===== config.mk =====
export PLATFORM = sky130hd
export DESIGN_NAME = ccp_unit
export DESIGN_NICKNAME = d
export VERILOG_FILES = /design/src/rtl/ccp_pkg.sv /design/src/rtl/ccp_edge_sync.sv /design/src/rtl/ccp_prescale.sv /design/src/rtl/ccp_pwm.sv /design/src/rtl/ccp_unit.sv
export SDC_FILE = /design/constraint.sdc
export NUM_CORES = 1
export LEC_CHECK = 0
export BUFFER_PORTS_ARGS = -buffer_cell sky130_fd_sc_hd__buf_2
export CAP_MARGIN = 15
export CORE_UTILIZATION = 55
export DETAILED_ROUTE_END_ITERATION = 16
export PLACE_DENSITY = 0.85
export SYNTH_ARGS = -nofsm -noshare
export SYNTH_HDL_FRONTEND = slang
export SYNTH_HIERARCHICAL = 1
export SYNTH_SLANG_ARGS = --single-unit

===== constraint.sdc =====
create_clock -name clk -period 2.5 [get_ports clk]
set_input_delay 0 -clock clk [delete_from_list [all_inputs] [get_ports clk]]
set_output_delay 0 -clock clk [all_outputs]
set_load 0.02 [all_outputs]

===== src/rtl/ccp_pkg.sv =====
package ccp_pkg;
  typedef enum logic [1:0] {
    KIND_OFF = 2'd0,
    KIND_CAP = 2'd1,
    KIND_CMP = 2'd2,
    KIND_PWM = 2'd3
  } ccp_kind_e;

  localparam logic [3:0] MODE_CAP_FALL = 4'b0100;
  localparam logic [3:0] MODE_CMP_SET  = 4'b1000;
  localparam logic [3:0] MODE_CMP_CLR  = 4'b1001;
  localparam logic [3:0] MODE_CMP_FLAG = 4'b1010;
  localparam logic [3:0] MODE_CMP_TRST = 4'b1011;

  localparam logic [1:0] ADDR_CTRL = 2'd0;
  localparam logic [1:0] ADDR_DLO  = 2'd1;
  localparam logic [1:0] ADDR_DHI  = 2'd2;
  localparam logic [1:0] ADDR_STAT = 2'd3;

  function automatic ccp_kind_e mode_kind(input logic [3:0] m);
    if (m[3:2] == 2'b11)      return KIND_PWM;
    else if (m[3:2] == 2'b10) return KIND_CMP;
    else if (m[3:2] == 2'b01) return KIND_CAP;
    else                      return KIND_OFF;
  endfunction
endpackage


===== src/rtl/ccp_edge_sync.sv =====
module ccp_edge_sync #(
  parameter int STAGES = 2
) (
  input  logic clk,
  input  logic rst_n,
  input  logic pin,
  output logic rise,
  output logic fall
);
  logic [STAGES:0] chain_q;
  logic [STAGES:0] chain_d;

  always_comb begin
    chain_d = {chain_q[STAGES-1:0], pin};
  end

  always_ff @(posedge clk or negedge rst_n) begin
    if (!rst_n) chain_q <= '0;
    else        chain_q <= chain_d;
  end

  assign rise = chain_q[STAGES-1] & ~chain_q[STAGES];
  assign fall = ~chain_q[STAGES-1] & chain_q[STAGES];
endmodule


===== src/rtl/ccp_prescale.sv =====
module ccp_prescale #(
  parameter int MAX_DIV = 16
) (
  input  logic       clk,
  input  logic       rst_n,
  input  logic       clr,
  input  logic       en,
  input  logic       edge_hit,
  input  logic [1:0] div_sel,
  output logic       fire
);
  localparam int CNT_W = $clog2(MAX_DIV);

  logic [CNT_W-1:0] cnt_q;
  logic [CNT_W-1:0] cnt_d;
  logic [CNT_W-1:0] limit;

  always_comb begin
    case (div_sel)
      2'b10:   limit = CNT_W'(3);
      2'b11:   limit = CNT_W'(MAX_DIV - 1);
      default: limit = '0;
    endcase
    fire  = en & edge_hit & (cnt_q == limit);
    cnt_d = cnt_q;
    if (clr)                cnt_d = '0;
    else if (en && edge_hit) cnt_d = fire ? '0 : cnt_q + 1'b1;
  end

  always_ff @(posedge clk or negedge rst_n) begin
    if (!rst_n) cnt_q <= '0;
    else        cnt_q <= cnt_d;
  end
endmodule


===== src/rtl/ccp_pwm.sv =====
module ccp_pwm #(
  parameter int TMR_W  = 8,
  parameter int FRAC_W = 2
) (
  input  logic                    clk,
  input  logic                    rst_n,
  input  logic                    en,
  input  logic                    wrap,
  input  logic [TMR_W+FRAC_W-1:0] duty_shadow,
  input  logic [TMR_W-1:0]        tmr,
  input  logic [FRAC_W-1:0]       phase,
  output logic [TMR_W+FRAC_W-1:0] duty_act,
  output logic                    pwm_hi
);
  localparam int DUTY_W = TMR_W + FRAC_W;

  logic [DUTY_W-1:0] duty_q;
  logic [DUTY_W-1:0] duty_d;
  logic [DUTY_W-1:0] count;

  always_comb begin
    duty_d = duty_q;
    if (!en)       duty_d = '0;
    else if (wrap) duty_d = duty_shadow;
  end

  always_ff @(posedge clk or negedge rst_n) begin
    if (!rst_n) duty_q <= '0;
    else        duty_q <= duty_d;
  end

  assign count    = {tmr, phase};
  assign duty_act = duty_q;
  assign pwm_hi   = en & (count < duty_q);
endmodule


===== src/rtl/ccp_unit.sv =====
module ccp_unit
  import ccp_pkg::*;
#(
  parameter int BYTE_W      = 8,
  parameter int DATA_W      = 2 * BYTE_W,
  parameter int SYNC_STAGES = 2,
  parameter int MAX_DIV     = 16
) (
  input  logic              clk,
  input  logic              rst_n,
  input  logic              bus_wr,
  input  logic [1:0]        bus_addr,
  input  logic [BYTE_W-1:0] bus_wdata,
  output logic [BYTE_W-1:0] bus_rdata,
  input  logic [DATA_W-1:0] cc_timer,
  input  logic [BYTE_W-1:0] pwm_timer,
  input  logic [1:0]        pwm_phase,
  input  logic              pwm_wrap,
  input  logic              pin_in,
  output logic              pin_out,
  output logic              irq_flag,
  output logic              timer_reset
);
  localparam int FRAC_W = 2;
  localparam int DUTY_W = BYTE_W + FRAC_W;

  logic [3:0]        mode_q, mode_d;
  logic [1:0]        dlsb_q, dlsb_d;
  logic [DATA_W-1:0] data_q, data_d;
  logic              flag_q, flag_d;
  logic              latch_q, latch_d;
  logic              trst_q, trst_d;

  ccp_kind_e         kind;
  logic              wr_ctrl, wr_lo, wr_hi, wr_clr;
  logic              rise, fall, sel_edge, cap_fire;
  logic              match;
  logic [DUTY_W-1:0] duty_act;
  logic              pwm_hi;

  assign kind    = mode_kind(mode_q);
  assign wr_ctrl = bus_wr & (bus_addr == ADDR_CTRL);
  assign wr_lo   = bus_wr & (bus_addr == ADDR_DLO);
  assign wr_hi   = bus_wr & (bus_addr == ADDR_DHI);
  assign wr_clr  = bus_wr & (bus_addr == ADDR_STAT) & ~bus_wdata[0];

  ccp_edge_sync #(.STAGES(SYNC_STAGES)) u_sync (
    .clk  (clk),
    .rst_n(rst_n),
    .pin  (pin_in),
    .rise (rise),
    .fall (fall)
  );

  assign sel_edge = (mode_q == MODE_CAP_FALL) ? fall : rise;

  ccp_prescale #(.MAX_DIV(MAX_DIV)) u_pre (
    .clk     (clk),
    .rst_n   (rst_n),
    .clr     (wr_ctrl | (kind != KIND_CAP)),
    .en      (kind == KIND_CAP),
    .edge_hit(sel_edge),
    .div_sel (mode_q[1:0]),
    .fire    (cap_fire)
  );

  ccp_pwm #(.TMR_W(BYTE_W), .FRAC_W(FRAC_W)) u_pwm (
    .clk        (clk),
    .rst_n      (rst_n),
    .en         (kind == KIND_PWM),
    .wrap       (pwm_wrap),
    .duty_shadow({data_q[BYTE_W-1:0], dlsb_q}),
    .tmr        (pwm_timer),
    .phase      (pwm_phase),
    .duty_act   (duty_act),
    .pwm_hi     (pwm_hi)
  );

  assign match = (kind == KIND_CMP) & (cc_timer == data_q);

  always_comb begin
    mode_d  = mode_q;
    dlsb_d  = dlsb_q;
    data_d  = data_q;
    latch_d = latch_q;
    if (wr_ctrl) begin
      mode_d = bus_wdata[3:0];
      dlsb_d = bus_wdata[5:4];
    end
    if (cap_fire) begin
      data_d = cc_timer;
    end else begin
      if (wr_lo) data_d[BYTE_W-1:0]      = bus_wdata;
      if (wr_hi) data_d[DATA_W-1:BYTE_W] = bus_wdata;
    end
    if (kind == KIND_OFF)                      latch_d = 1'b0;
    else if (match && mode_q == MODE_CMP_SET)  latch_d = 1'b1;
    else if (match && mode_q == MODE_CMP_CLR)  latch_d = 1'b0;
    flag_d = cap_fire | match | (flag_q & ~wr_clr);
    trst_d = match & (mode_q == MODE_CMP_TRST);
  end

  always_ff @(posedge clk or negedge rst_n) begin
    if (!rst_n) begin
      mode_q  <= '0;
      dlsb_q  <= '0;
      data_q  <= '0;
      flag_q  <= 1'b0;
      latch_q <= 1'b0;
      trst_q  <= 1'b0;
    end else begin
      mode_q  <= mode_d;
      dlsb_q  <= dlsb_d;
      data_q  <= data_d;
      flag_q  <= flag_d;
      latch_q <= latch_d;
      trst_q  <= trst_d;
    end
  end

  always_comb begin
    case (bus_addr)
      ADDR_CTRL: bus_rdata = BYTE_W'({2'b00, dlsb_q, mode_q});
      ADDR_DLO:  bus_rdata = data_q[BYTE_W-1:0];
      ADDR_DHI:  bus_rdata = data_q[DATA_W-1:BYTE_W];
      default:   bus_rdata = BYTE_W'(flag_q);
    endcase
    case (kind)
      KIND_CMP: pin_out = latch_q;
      KIND_PWM: pin_out = pwm_hi;
      default:  pin_out = 1'b0;
    endcase
  end

  assign irq_flag    = flag_q;
  assign timer_reset = trst_q;
endmodule


# ---- Word level (Yosys, flattened, before mapping)
# Index checks and enable logic that the tools add are counted.
dict set report classes {
  reduce_logical 9
  eq_ne 19
  bitwise 20
  n_mux 18
  addsub 1
  n_lt_le_gt_ge 1
}
# op n
set op_table {}
lappend op_table {{8-bit case mux with 3 select lines} 1}
lappend op_table {{10-bit two-way mux} 2}
lappend op_table {{16-bit equality test} 1}
lappend op_table {{2-bit equality test (second input constant)} 8}
lappend op_table {{16-bit two-way mux} 1}
lappend op_table {{8-bit two-way mux} 2}
lappend op_table {{1-bit AND} 13}
lappend op_table {{4-bit equality test (second input constant)} 3}
lappend op_table {{4-bit two-way mux} 3}
lappend op_table {{10-bit less-than comparator} 1}
lappend op_table {{4-bit case mux with 2 select lines} 1}
lappend op_table {{2-bit by 1-bit equality test with 1-bit output (second input constant)} 3}
lappend op_table {{2-bit nonzero test} 3}
lappend op_table {{1-bit two-way mux} 5}
lappend op_table {{4-bit by 1-bit adder with 4-bit output (second input constant)} 1}
lappend op_table {{4-bit by 3-bit equality test with 1-bit output (second input constant)} 1}
lappend op_table {{4-bit equality test} 1}
lappend op_table {{2-bit zero test} 2}
lappend op_table {{2-bit two-way mux} 2}
lappend op_table {{1-bit inverter} 4}
lappend op_table {{1-bit logical AND} 3}
lappend op_table {{1-bit bitwise OR} 3}
lappend op_table {{3-bit nonzero test} 1}
lappend op_table {{2-bit by 1-bit != test with 1-bit output (second input constant)} 1}
lappend op_table {{other kinds (2)} 2}
dict set report word_totals {
  elab_cells 78
  ff_bits 42
  inputBits 41
}

# ---- Longest topological paths before layout
# Gate-level depths: netlist of the first run.
dict set report depth {
  depth_word 10
  mapped_depth 8
  ltp_nobuf 8
}

# ---- Hierarchy
# Netlist of the first run, hierarchy kept.
# module n_inst area_each_um2 seq_area_each_um2 cells_each
set modules_own_cells {}
lappend modules_own_cells {ccp_unit 1 1497.7 625.6 149}
lappend modules_own_cells {ccp_pwm 1 650.6 250.2 64}
lappend modules_own_cells {ccp_prescale 1 241.5 100.1 28}
lappend modules_own_cells {ccp_edge_sync 1 90.1 75.1 5}

# ---- Worst setup path after synthesis of the first run
# No wires, ideal clock.
dict set report synth_timing {
  kind {flip-flop to flip-flop}
  startpoint {reg mode_q[1]}
  endpoint {reg data_q[15]}
  path_slack_ps 496
  setup_time_ps 136
  stages_incl_launch_ff 6
  path_buffers 1
  arrival_ps 1868
  path_cell_list {dfrtp_1 -> or4_4 -> or2_0 -> a21oi_1 -> clkbuf_1 -> o21ai_0}
}
dict set report synth_between {
  elab_chain_len 5
}
# element line
set synth_lines {}
lappend synth_lines {{from (decl)} ccp_unit.sv:27} ;# logic [3:0] mode_q, mode_d;
lappend synth_lines {{from (signal assigned)} ccp_unit.sv:112} ;# mode_q <= mode_d;
lappend synth_lines {{2-bit equality test / 4-bit by 3-bit equality test with 1-bit output (equally long branches)} {ccp_prescale.sv:19, ccp_unit.sv:55}}
lappend synth_lines {{4-bit case mux with 2 select lines / 1-bit two-way mux (equally long branches)} {ccp_prescale.sv:19, ccp_unit.sv:55}}
lappend synth_lines {{4-bit equality test / 1-bit AND (equally long branches)} ccp_prescale.sv:24} ;# fire = en & edge_hit & (cnt_q == limit);
lappend synth_lines {{1-bit AND *} ccp_prescale.sv:24}
lappend synth_lines {{via cap_fire} ccp_unit.sv:36} ;# logic rise, fall, sel_edge, cap_fire;
lappend synth_lines {{16-bit two-way mux / 2-bit nonzero test (equally long branches)} n/a}
lappend synth_lines {{to (signal assigned)} ccp_unit.sv:114} ;# data_q <= data_d;
lappend synth_lines {{to (decl)} ccp_unit.sv:29} ;# logic [DATA_W-1:0] data_q, data_d;
# Mark *: on every way through the listed nets, which the timed path passes. The rest lies on a longest branch.
# A chain may end at the register's enable or synchronous reset.

# ---- Final worst setup path of the first run
dict set report layout_timing {
  startpoint {reg mode_q[2]}
  endpoint {reg data_q[11]}
}
# element line
set layout_rtl {}
lappend layout_rtl {{4-bit by 3-bit equality test with 1-bit output *} ccp_unit.sv:55} ;# assign sel_edge = (mode_q == MODE_CAP_FALL) ? fall : rise;
lappend layout_rtl {{1-bit two-way mux *} ccp_unit.sv:55}
lappend layout_rtl {{via sel_edge} ccp_unit.sv:36}
lappend layout_rtl {{1-bit AND * (2 in series)} ccp_prescale.sv:24}
lappend layout_rtl {{via cap_fire} ccp_unit.sv:36}
lappend layout_rtl {{16-bit two-way mux / 2-bit nonzero test (equally long branches)} n/a}
# Marked as above.

==> results of run 1 <==
Yosys cell counts, drive strengths merged (2+ instances only):
cell type	instances	share of area, %
xnor2	6	2.1
nand3b	2	0.61
a21oi	8	1.6
nand3	4	0.81
inv	12	1.8
or4	2	0.91
mux2	7	3.2
clkbuf	5	0.76
nor2	3	0.45
buf	5	1.1
nor2b	16	4.0
nand2	27	4.1
nor3	4	1.0
mux2i	33	13
nor3b	3	1.1
xor2	8	2.8
o21ai	24	4.8
dfrtp	42	42
nand4	3	0.76
nand2b	3	0.76
and3	2	0.50
a22o	2	0.71
ha	10	5.0
state kept, by name, summed over array words and instances (netlist names):
signal          flops
u_sync/chain_q      3
latch_q             1
timer_reset         1
dlsb_q              2
data_q             16
mode_q              4
u_pwm/duty_act     10
irq_flag            1
u_pre/cnt_q         4
logic make-up (layout without fill, tap and decap cells):
logic type,after synthesis,after routing,share of synthesized area [%]
simple gates,75,75,16.8
compound gates,42,42,9.79
flops,42,42,42.4
mux,41,41,17.4
buf+inv,22,97,3.63
xor+xnor,14,14,4.94
fa+ha+maj,10,10,5.05
cell usage in the layout, fill, tap and decap left out, types with 3 or more instances in the layout:
| cell type | n |
|---|---|
| sky130_fd_sc_hd__a21oi_1 | 7 |
| sky130_fd_sc_hd__buf_2 | 51 |
| sky130_fd_sc_hd__clkbuf_8 | 5 |
| sky130_fd_sc_hd__dfrtp_1 | 42 |
| sky130_fd_sc_hd__dlygate4sd3_1 | 25 |
| sky130_fd_sc_hd__ha_1 | 10 |
| sky130_fd_sc_hd__inv_1 | 12 |
| sky130_fd_sc_hd__mux2_1 | 6 |
| sky130_fd_sc_hd__mux2i_1 | 33 |
| sky130_fd_sc_hd__nand2_1 | 27 |
| sky130_fd_sc_hd__nand2b_1 | 3 |
| sky130_fd_sc_hd__nand3_1 | 4 |
| sky130_fd_sc_hd__nand4_1 | 3 |
| sky130_fd_sc_hd__nor2_1 | 3 |
| sky130_fd_sc_hd__nor2b_1 | 16 |
| sky130_fd_sc_hd__nor3_1 | 3 |
| sky130_fd_sc_hd__o21ai_0 | 16 |
| sky130_fd_sc_hd__o21ai_1 | 8 |
| sky130_fd_sc_hd__xnor2_1 | 6 |
| sky130_fd_sc_hd__xor2_1 | 8 |
power breakdown:
part	internal, mW	leakage, nW	switching (mW)
logic	0.296	0.907	0.308
registers	0.809	0.531	0.163
clock network	0.400	0.0683	0.248
worst register-to-register path, stage by stage (launching register included):
cell and delay (ns):
sky130_fd_sc_hd__dfrtp_1 0.44, sky130_fd_sc_hd__nor2b_1 0.28, sky130_fd_sc_hd__nor3b_1 0.27, sky130_fd_sc_hd__mux2_1 0.37, sky130_fd_sc_hd__nand2_1 0.21, sky130_fd_sc_hd__a21oi_2 0.08
sky130_fd_sc_hd__buf_4 0.25, sky130_fd_sc_hd__nand2_1 0.11, sky130_fd_sc_hd__o21ai_0 0.10
metal layers:
layer	track usage, %	vias up	share of wire, %
met4	13.6	0	2.7
met3	5.12	21	4.9
met5	0	-	0
met1	37.0	997	44
met2	41.5	99	48
li1	-	1010	-
path summary, 6_finish.rpt:
path,start,endpoint,slack (ns),depth (start not counted)
worst max-delay path,mode_q[2],data_q[11],0.25,8
worst min-delay path,bus_wdata[7],data_q[7],0.02,3
worst max register to register,mode_q[2],data_q[11],0.25,8
worst min register to register,u_sync/chain_q[0],u_sync/chain_q[1],0.35,0
max in group asynchronous,rst_n,data_q[10],1.54,2
min in group asynchronous,rst_n,u_pre/cnt_q[3],0.37,2
area by class of cell:
| cell class | count | area [µm²] |
|---|---|---|
| inverter | 12 | 45.0 |
| timing repair buffer | 77 | 513 |
| fill | 303 | 1200 |
| clock buffer | 5 | 68.8 |
| tap | 52 | 65.1 |
| sequential | 42 | 1050 |
| clock inverter | 3 | 68.8 |
| multi-input combinational | 182 | 1340 |
what timing repair did:
action	CTS	global route
hold endpoints to repair	65	0
gates resized for setup	0	0
hold buffers	25	0
==> results.txt, run 1 <==
The run finished with clean final reports. The final worst-path setup slack was 0.254 ns; the clock period minus final worst setup slack was 2.25 ns. The H-tree generated during clock tree synthesis spans 2 levels. For the detailed-route wire length, the log shows 6060 µm. The setup-violating endpoint count in the final report was 0; the via count of the first global-routing pass was 2105. Using the TritonRoute via totals, the vias-per-cell ratio works out to 5.70. Summing every instance area after synthesis gives 2480 µm². The number of nets in the synthesized netlist is 297. The number of buffers on the longest clock path was 2; the area of the core was 4350 µm². Required arrival time at the worst endpoint: 2.67 ns.

The total negative slack was 0 ns. For this run, the number of Yosys warnings is 6. Total power for the finished layout comes to 2.22 mW. The congestion estimate from routability-driven global placement came to 0.821. The portion of the post-synthesis area used by sequential elements is 42.4%, and the final routed wire length divided by cell count is 16.2 µm.

Row generation in the floorplan step produced 24 rows. The fraction of the cycle the final worst path needs was 89.8%; the final clock skew was 0.00979 ns. Entering global routing, the biggest net connects 43 pins. Before CTS, the worst setup slack after placement is 0.386 ns.

The placed instance area is 2770 µm², and the remaining global-route overflow is 0. Once the floorplan was initialized, standard cells occupied 57.0% of the core. The slowest stage of the critical path belongs to the cell sky130_fd_sc_hd__dfrtp_1. In the routed design, unresolved DRC markers number 0. The tools report the global-route usage over all layers as 27.2%. The detailed router finished its first iteration with 121 violations. STA classifies the critical path startpoint as a register.

After routing the design area is 3150 µm². Measured along the x axis, the die boundary spans 69.2 µm. Clock latency on the worst-skew pair, taken at its later pin, is 0.30 ns.

The layout-stage area growth over the synthesis result works out to 27.2%. For the count of pins over their slew limit, the log shows 0. Detailed placement finished with a half-perimeter wire length of 4030 µm.

Pin placement for this block handled 52 I/O pins. Type of the worst min-delay path: input port to register. Detailed routing inserted a total of 2127 vias. Averaged over all synthesized cells, the footprint is 10.1 µm². The final net count is 371, and the data arrival time of the critical path is 2.41 ns. Yosys mapped a number of flops with a built-in enable equal to 0.

Across the run, the number of max-cap violations was 0. The total leakage power is 1.51 nW, and the number of antenna cells inserted is 0. Along the worst path, the maximum fanout reaches 30. The number of hold violations in the final report came out at 0.

The proportion of register bits with asynchronous set or reset after synthesis is 100%. Power spread over the standard cell area amounts to 705 nW/µm². The logs give 10100 µm for the global-route wire length before repair and 42 for the total clock sinks. The die area came out at 4780 µm². The number of buffers and inverters on the critical path is 1. Hold is met by 0.0221 ns. The worst stage delay on the critical path came out at 0.44 ns. Clock tree synthesis inserted a total of 5 buffers. In this run the vertical extent of the chip is 69.2 µm.

The clock-pin slew reported for the worst setup and hold paths after clock tree synthesis is 0.08 ns. The signal on the critical path passes through nor2b_1 > nor3b_1 > mux2_1 > nand2_1 > a21oi_2 > buf_4 > nand2_1 > o21ai_0. For this run, the share of the core covered by cells in the final layout is 72.4%. The number of buffers inserted by post-CTS setup repair is 0. In this run the tightest slew margin relative to its limit is 37.3%. Across the VDD grid, the largest voltage drop is 612 µV. Leaving out filler cells and counting taps, the final layout contains 373. The share of final-layout standard cells stronger than drive strength 1 is 21.5%, and the number of distinct library cells after synthesis is 44. The initial antenna violation count was 0.

The cell at the root of the clock tree was sky130_fd_sc_hd__clkbuf_8. The dominant synthesized flop cell is sky130_fd_sc_hd__dfrtp_1. The cell repeated most along the worst path was sky130_fd_sc_hd__nand2_1.

Number of synthesized register bits: 42. Type of destination of the critical path: a register. The slew at the pin closest to its max-slew limit was 0.940 ns; the detailed-routing iteration count for the pre-antenna-repair pass was 4. On the critical path the largest part of the delay comes from simple AND/OR/NAND/NOR gates. The count of nets left with antenna violations once routing finished came out at 0. In this run, placement finished with an instance count of 340. The highest achievable clock rate is 445 MHz. Cell count after synthesis: 246. Setup repair after global routing left no endpoint under its margin. TritonCTS built the clock tree. By startpoint and endpoint, the worst setup path is classified as register to register. Input and output buffers added on the ports amount to 51.
Power figures use the tool's default switching activity.
==> run 2: changes to the inputs <==
GPL_TIMING_DRIVEN = 0   (was unset)
RECOVER_POWER = 50   (was unset)
==> results.txt, run 2 (synthesis gave the netlist of run 1 again) <==
The flow ran to the end, and the final reports show no timing, DRC or antenna violations. The count of pins over their slew limit came out at 0. Total power for the finished layout comes to 2.01 mW. The reg-to-reg critical path startpoint was mode_q[2].

The slowest stage of the critical path is the sky130_fd_sc_hd__dfrtp_1 cell. The run gives 2.67 ns as the required arrival time at the worst endpoint. Register with the most flip-flops: data_q. The clock tree synthesis step divided the H-tree into 2 levels. The layout-stage area growth over the synthesis result was 26.5%. The run gives 379 as the final net count. The most critical setup path has its startpoint at mode_q[2].

The startpoint kind of the worst setup timing path is a register. The relative slew slack is 31.1%. The placer congestion estimate is 0.860. 0 antenna diodes ended up in the layout. Setup repair after global routing left no endpoint under its margin. Cell internal power was estimated by the tool at 1.30 mW. VDD sags by at most 436 µV.

The tool flagged a number of max-cap violations equal to 0. The area of the core is 4350 µm², and the critical-path maximum fanout is 10. Across every metal layer, demand over resource in global routing totals 28.3%. The first TritonRoute pass finished after 4 iterations. The via-per-instance ratio works out to 5.65. STA classifies the critical path endpoint as a register.

The tools report the number of buffers inserted by post-CTS setup repair as 0. Data arrives at the worst endpoint at 2.44 ns. The analysis attributes to net switching a power of 0.707 mW.

The tools report the clock share of power as 21.0%. Leaving out fill and tap cells, the most frequent cell in the layout is sky130_fd_sc_hd__buf_2. In this run the count of I/O pins placed on the die edge is 52. The remaining global-route overflow is 0, and the number of buffers on the longest clock path is 2.

Traced cell by cell, the critical path runs through nor2b_2 > nor3b_1 > mux2_1 > nand2_1 > a21oi_4 > clkbuf_2 > nand2_1 > o21ai_0. TritonCTS built the clock tree. The final worst-path setup slack was 0.230 ns; the y dimension of the die was 69.2 µm.

For the sequential share of power, the log shows 48.1%. The worst stage delay on the critical path came out at 0.49 ns. The top cell types in the final layout, fill and taps aside, are sky130_fd_sc_hd__buf_2, sky130_fd_sc_hd__dfrtp_1, sky130_fd_sc_hd__mux2i_1, sky130_fd_sc_hd__nand2_1, sky130_fd_sc_hd__dlygate4sd3_1. Of the cells placed in the final design, the portion with a size suffix greater than 1 is 21.3%. The fraction of the cycle the final worst path needs was 90.8%; the initial antenna violation count was 0.

Between clock sinks in the finished design, the worst skew comes to 0.00451 ns. The total clock sinks is 42, and the number of design-rule violations left by the first detailed-router iteration is 106. Origin of the worst min-delay path: bus_wdata[6]. For the finished layout, the period the worst path requires is 2.27 ns. The total negative slack was 0 ns; the power density over the cells was 640 nW/µm². The die area is 4780 µm². In this design, the critical path's most frequently occurring cell is sky130_fd_sc_hd__nand2_1. Net switching is 35.2% of the power. Final routed wire length divided by cell count: 16.4 µm. The logs give 2221 for the via count of the first global-routing pass and 10700 µm for the global-route wire length before repair.

The logs give 0 for the setup-violating endpoint count in the final report and 0 for the DRC violation count after routing. Part of the power in combinational logic: 31.0%. The number of standard cells in the layout, taps in and fillers out is 380. After clock tree synthesis, the clock-pin slew on the worst setup and hold paths is 0.08 ns. Row generation in the floorplan step produced 24 rows. Once placement completed, the tool counted placed cells totaling 348.

Total of buffers placed on input and output ports: 50. Final HPWL from detailed placement: 4240 µm. The tools report the TritonCTS buffer count as 5. The number of hold violations in the final report was 0; the flip-flop count of the largest register after layout was 16. For the number of nets with antenna violations after routing, the log shows 0. The tree is rooted in a sky130_fd_sc_hd__clkbuf_8. The via total after detailed routing was 2148; the width of the die was 69.2 µm. Entering global routing, the biggest net connects 43 pins. Before CTS, the worst setup slack after placement is -0.102 ns. For the worst-skew pair, the clock arrives at the later sink with an insertion delay of 0.30 ns. For this configuration, the core starts out at a cell density of 57.0%. The type of the worst min-delay path was input port to register.

After detailed routing, the total wire length is 6220 µm. For this run, the top clock speed supported by timing is 441 MHz. The worst setup path is of the register to register kind. The slew at the pin closest to its max-slew limit works out to 1.03 ns. Total leakage power: 1.49 nW.
-- run 2: cell types whose count changed in the layout (fill, tap and decap cells not counted), sizes merged --
cell	delta
bufinv	-2
buf	-1
clkinv	-1
clkbuf	+11
-- run 2: layout make-up --
type	count	area [µm²]
Buffer	10	48.8
Fill cell	314	1220
Timing Repair Buffer	75	498
Tap cell	52	65.1
Inverter	12	45.0
Clock buffer	7	76.3
Sequential cell	42	1050
Multi-Input combinational cell	182	1350
-- run 2: power by group through the flow --
| stage | Combinational [mW] | Sequential [mW] | Clock (mW) |
|---|---|---|---|
| global placement | 0.552 | 0.963 | 0 |
| finish | 0.622 | 0.965 | 0.421 |
| CTS | 0.607 | 0.960 | 0.421 |
| detailed placement | 0.574 | 0.972 | 0 |
| floorplan | 0.402 | 0.931 | 0 |
| global route | 0.689 | 0.982 | 0.444 |
-- run 2: timing repair --
item	CTS	global route
resized for setup	1	7
hold buffers	25	0
endpoints found under the hold margin	65	0
setup endpoints to repair	16	16
-- run 2: routing by layer --
metal / wire length, µm / track usage [%] / share of wire (%) / vias to the layer above
met2: 3120 / 46.1 / 50 / 84
met4: 101 / 10.7 / 1.6 / 0
li1: - / - / - / 1020
met5: 0 / 0 / 0 / -
met1: 2640 / 36.8 / 42 / 1033
met3: 356 / 6.29 / 5.7 / 11
-- run 2: final timing paths --
kind                                     end  slack (ns)  depth (start not counted)
min in group asynchronous     u_pre/cnt_q[2]        0.41                          2
setup reg to reg                  data_q[13]        0.23                          8
hold reg to reg            u_sync/chain_q[1]        0.36                          0
hold / removal                     data_q[6]       0.007                          3
setup / recovery                  data_q[13]        0.23                          8
max in group asynchronous  u_pwm/duty_act[8]        1.46                          2
-- run 2: worst max-delay path: cells and delay by family, from the launching register on --
kind            cells  cell delay, ns
simple gates        4            0.84
flops               1            0.49
mux                 1            0.37
buf+inv             1            0.24
compound gates      2            0.21
-- run 2: per-stage QoR --
stage | hold slack [ns] | util [%] | cell area [µm²]
after floorplan | -0.296 | - | 2480
after global placement | 0.109 | 64.2 | 2800
after detailed placement | 0.110 | 64.2 | 2800
after CTS | 0.00621 | 71.8 | 3130
after global routing | 0.0480 | 72.0 | 3140
final | 0.00656 | 72.0 | 3140
==> run 3: changes to the inputs <==
GPL_TIMING_DRIVEN = unset   (was 0)
PLACE_DENSITY = 0.81   (was 0.85)
SLEW_MARGIN = 20   (was unset)
==> results.txt, run 3 (synthesis gave the netlist of run 1 again) <==
The flow ran to the end, and the final reports show no timing, DRC or antenna violations. Total power for the finished layout comes to 2.01 mW. The tools report the initial antenna violation count as 0. The maximum number of pins on one net before global-route repair was 43.

Once layout is complete, the cells apart from fillers number 373. The fraction of the cycle the final worst path needs is 91.1%, and the number of design-rule violations left by the first detailed-router iteration is 66. The number of buffers on the longest clock path was 2; the total of buffers placed on input and output ports was 51. Global routing used 25.5% of the available tracks across all layers. The cell at the root of the clock tree is sky130_fd_sc_hd__clkbuf_8. The floorplan step defined a die boundary enclosing 4780 µm².

The detailed-routing iteration count for the pre-antenna-repair pass came out at 4. The required arrival time at the worst endpoint is 2.66 ns, and the number of hold violations in the final report is 0. The peak supply drop was 467 µV; the TritonCTS buffer count was 5. Type of the worst setup path: register to register.

Register with the most flip-flops: data_q. Tracing the worst setup path back leads to its startpoint at mode_q[2]. Setup repair after global routing left no endpoint under its margin.

STA classifies the critical path startpoint as a register. Number of antenna cells inserted: 0. The setup-violating endpoint count in the final report was 0; the number of hold buffers added after cts was 25. For the footprint of the flip-flops and latches, the log shows 1050 µm². The run gives 2.44 ns as the data arrival time of the critical path. Timing would allow up to 439 MHz.

For this design the static power due to leakage is 1.47 nW. In this run the most critical hold path is launched from bus_wdata[6]. In the final layout, the share of cells above drive strength 1 is 19.6%. The y dimension of the die was 69.2 µm; the final HPWL from detailed placement was 3960 µm. The run gives 2 as the number of levels the H-tree was split into. For flop-to-flop paths, the worst setup slack is 0.22 ns. The leading cell type in the layout, fill and taps excluded is sky130_fd_sc_hd__buf_2.

Summing all multi-input logic gate instances after layout gives 1340 µm². The tools report the detailed-route wire length as 5750 µm. The endpoint identified for the worst register-to-register timing path is data_q[14]. The via total after detailed routing is 2066, and the cell count after placement is 340. At the pin with the least slew margin, the transition time is 1.27 ns. The number of filler instances in the final layout was 335.

Measured against its own limit, the worst slew margin works out to 15.1%. Counting every sink on the clock net gives 42. The first global-routing pass estimated 9510 µm of wire. The remaining global-route overflow is 0, and the placer congestion estimate is 0.883. The initialized floorplan defines 24 standard-cell rows. At the placement stage, the worst setup path has a slack of 0.274 ns.

Compared with the post-synthesis result, the final layout area differs by 24.9%. TritonCTS built the clock tree. Once the floorplan was initialized, standard cells occupied 57.0% of the core. End-of-flow core utilization: 71.1%. In this run the critical register-to-register path is launched from mode_q[2]. Dividing the detail-routed wire length by the instance count gives 15.4 µm.

The clock period minus final worst setup slack is 2.28 ns. After clock tree synthesis, the clock-pin slew on the worst setup and hold paths is 0.08 ns. The depth of the most critical reg-to-reg path is 7. The number of max-cap violations is 0. The via-per-instance ratio works out to 5.54. In the layout the commonest cells are sky130_fd_sc_hd__buf_2, sky130_fd_sc_hd__dfrtp_1, sky130_fd_sc_hd__mux2i_1, sky130_fd_sc_hd__nand2_1, sky130_fd_sc_hd__dlygate4sd3_1. Width of the die: 69.2 µm. The I/O pin count is 52, and the via count of the first global-routing pass is 1955. Along the worst path, the maximum fanout reaches 26. The number of nets with antenna violations after routing is 0, and the DRC violation count after routing is 0. The number of buffers inserted by post-CTS setup repair was 0. The type of the worst min-delay path was input port to register. Number of instances resized during post-cts repair: 0. Following the worst setup path forward leads to its endpoint at data_q[14]. The final clock skew is 0.00341 ns, and the flip-flop count of the largest register after layout is 16. The total negative slack was 0 ns; the count of pins over their slew limit was 0. The run gives 371 as the final net count. The power density over the cells is 650 nW/µm². The worst setup path is captured at a register. Setup slack closes at 0.222 ns. In this run the standard cell core region covers 4350 µm². The clock insertion delay at the later pin of the skew report came out at 0.29 ns.
## run 3: metal layers
layer,up-vias,GRT usage [%],wire length [µm]
li1,1009,-,-
met1,979,33.7,2570
met2,67,41.6,2770
met3,11,5.85,316
met4,0,8.16,84
met5,-,0,0
## run 3: critical path: stages, from the launching register on
cell and delay (ns):
sky130_fd_sc_hd__dfrtp_1 0.44, sky130_fd_sc_hd__nor2b_1 0.29, sky130_fd_sc_hd__nor3b_1 0.24, sky130_fd_sc_hd__mux2_1 0.18, sky130_fd_sc_hd__nand2_1 0.18, sky130_fd_sc_hd__a21oi_2 0.33
sky130_fd_sc_hd__buf_4 0.32, sky130_fd_sc_hd__o21ai_0 0.15
## run 3: layout make-up
cell class                 count  area share [%]
clock buffer                   7            2.79
clock inverter                 1           0.162
inverter                      12            1.45
multi-input combinational    182            43.1
sequential                    42            33.9
tap                           52            2.10
timing repair buffer          77            16.4
## run 3: where the power goes
| group | switching [mW] | internal, mW |
|---|---|---|
| Combinational | 0.305 | 0.293 |
| Sequential | 0.155 | 0.809 |
| Clock | 0.230 | 0.223 |
| Total | 0.690 | 1.32 |
## run 3: metrics by stage
step | cell area (µm²) | hold WS (ns)
floorplan | 2480 | -0.296
global placement | 2770 | 0.109
detailed placement | 2770 | 0.110
CTS | 3110 | 0.00869
global route | 3100 | 0.0195
finish | 3100 | 0.00878
## run 3: worst min path at each step
stage	endpoint	cells after the start
after floorplan	data_q[0]	0
after global placement	u_sync/chain_q[0]	1
after detailed placement	u_sync/chain_q[0]	1
after CTS	data_q[6]	3
after global routing	data_q[6]	3
final	data_q[6]	3
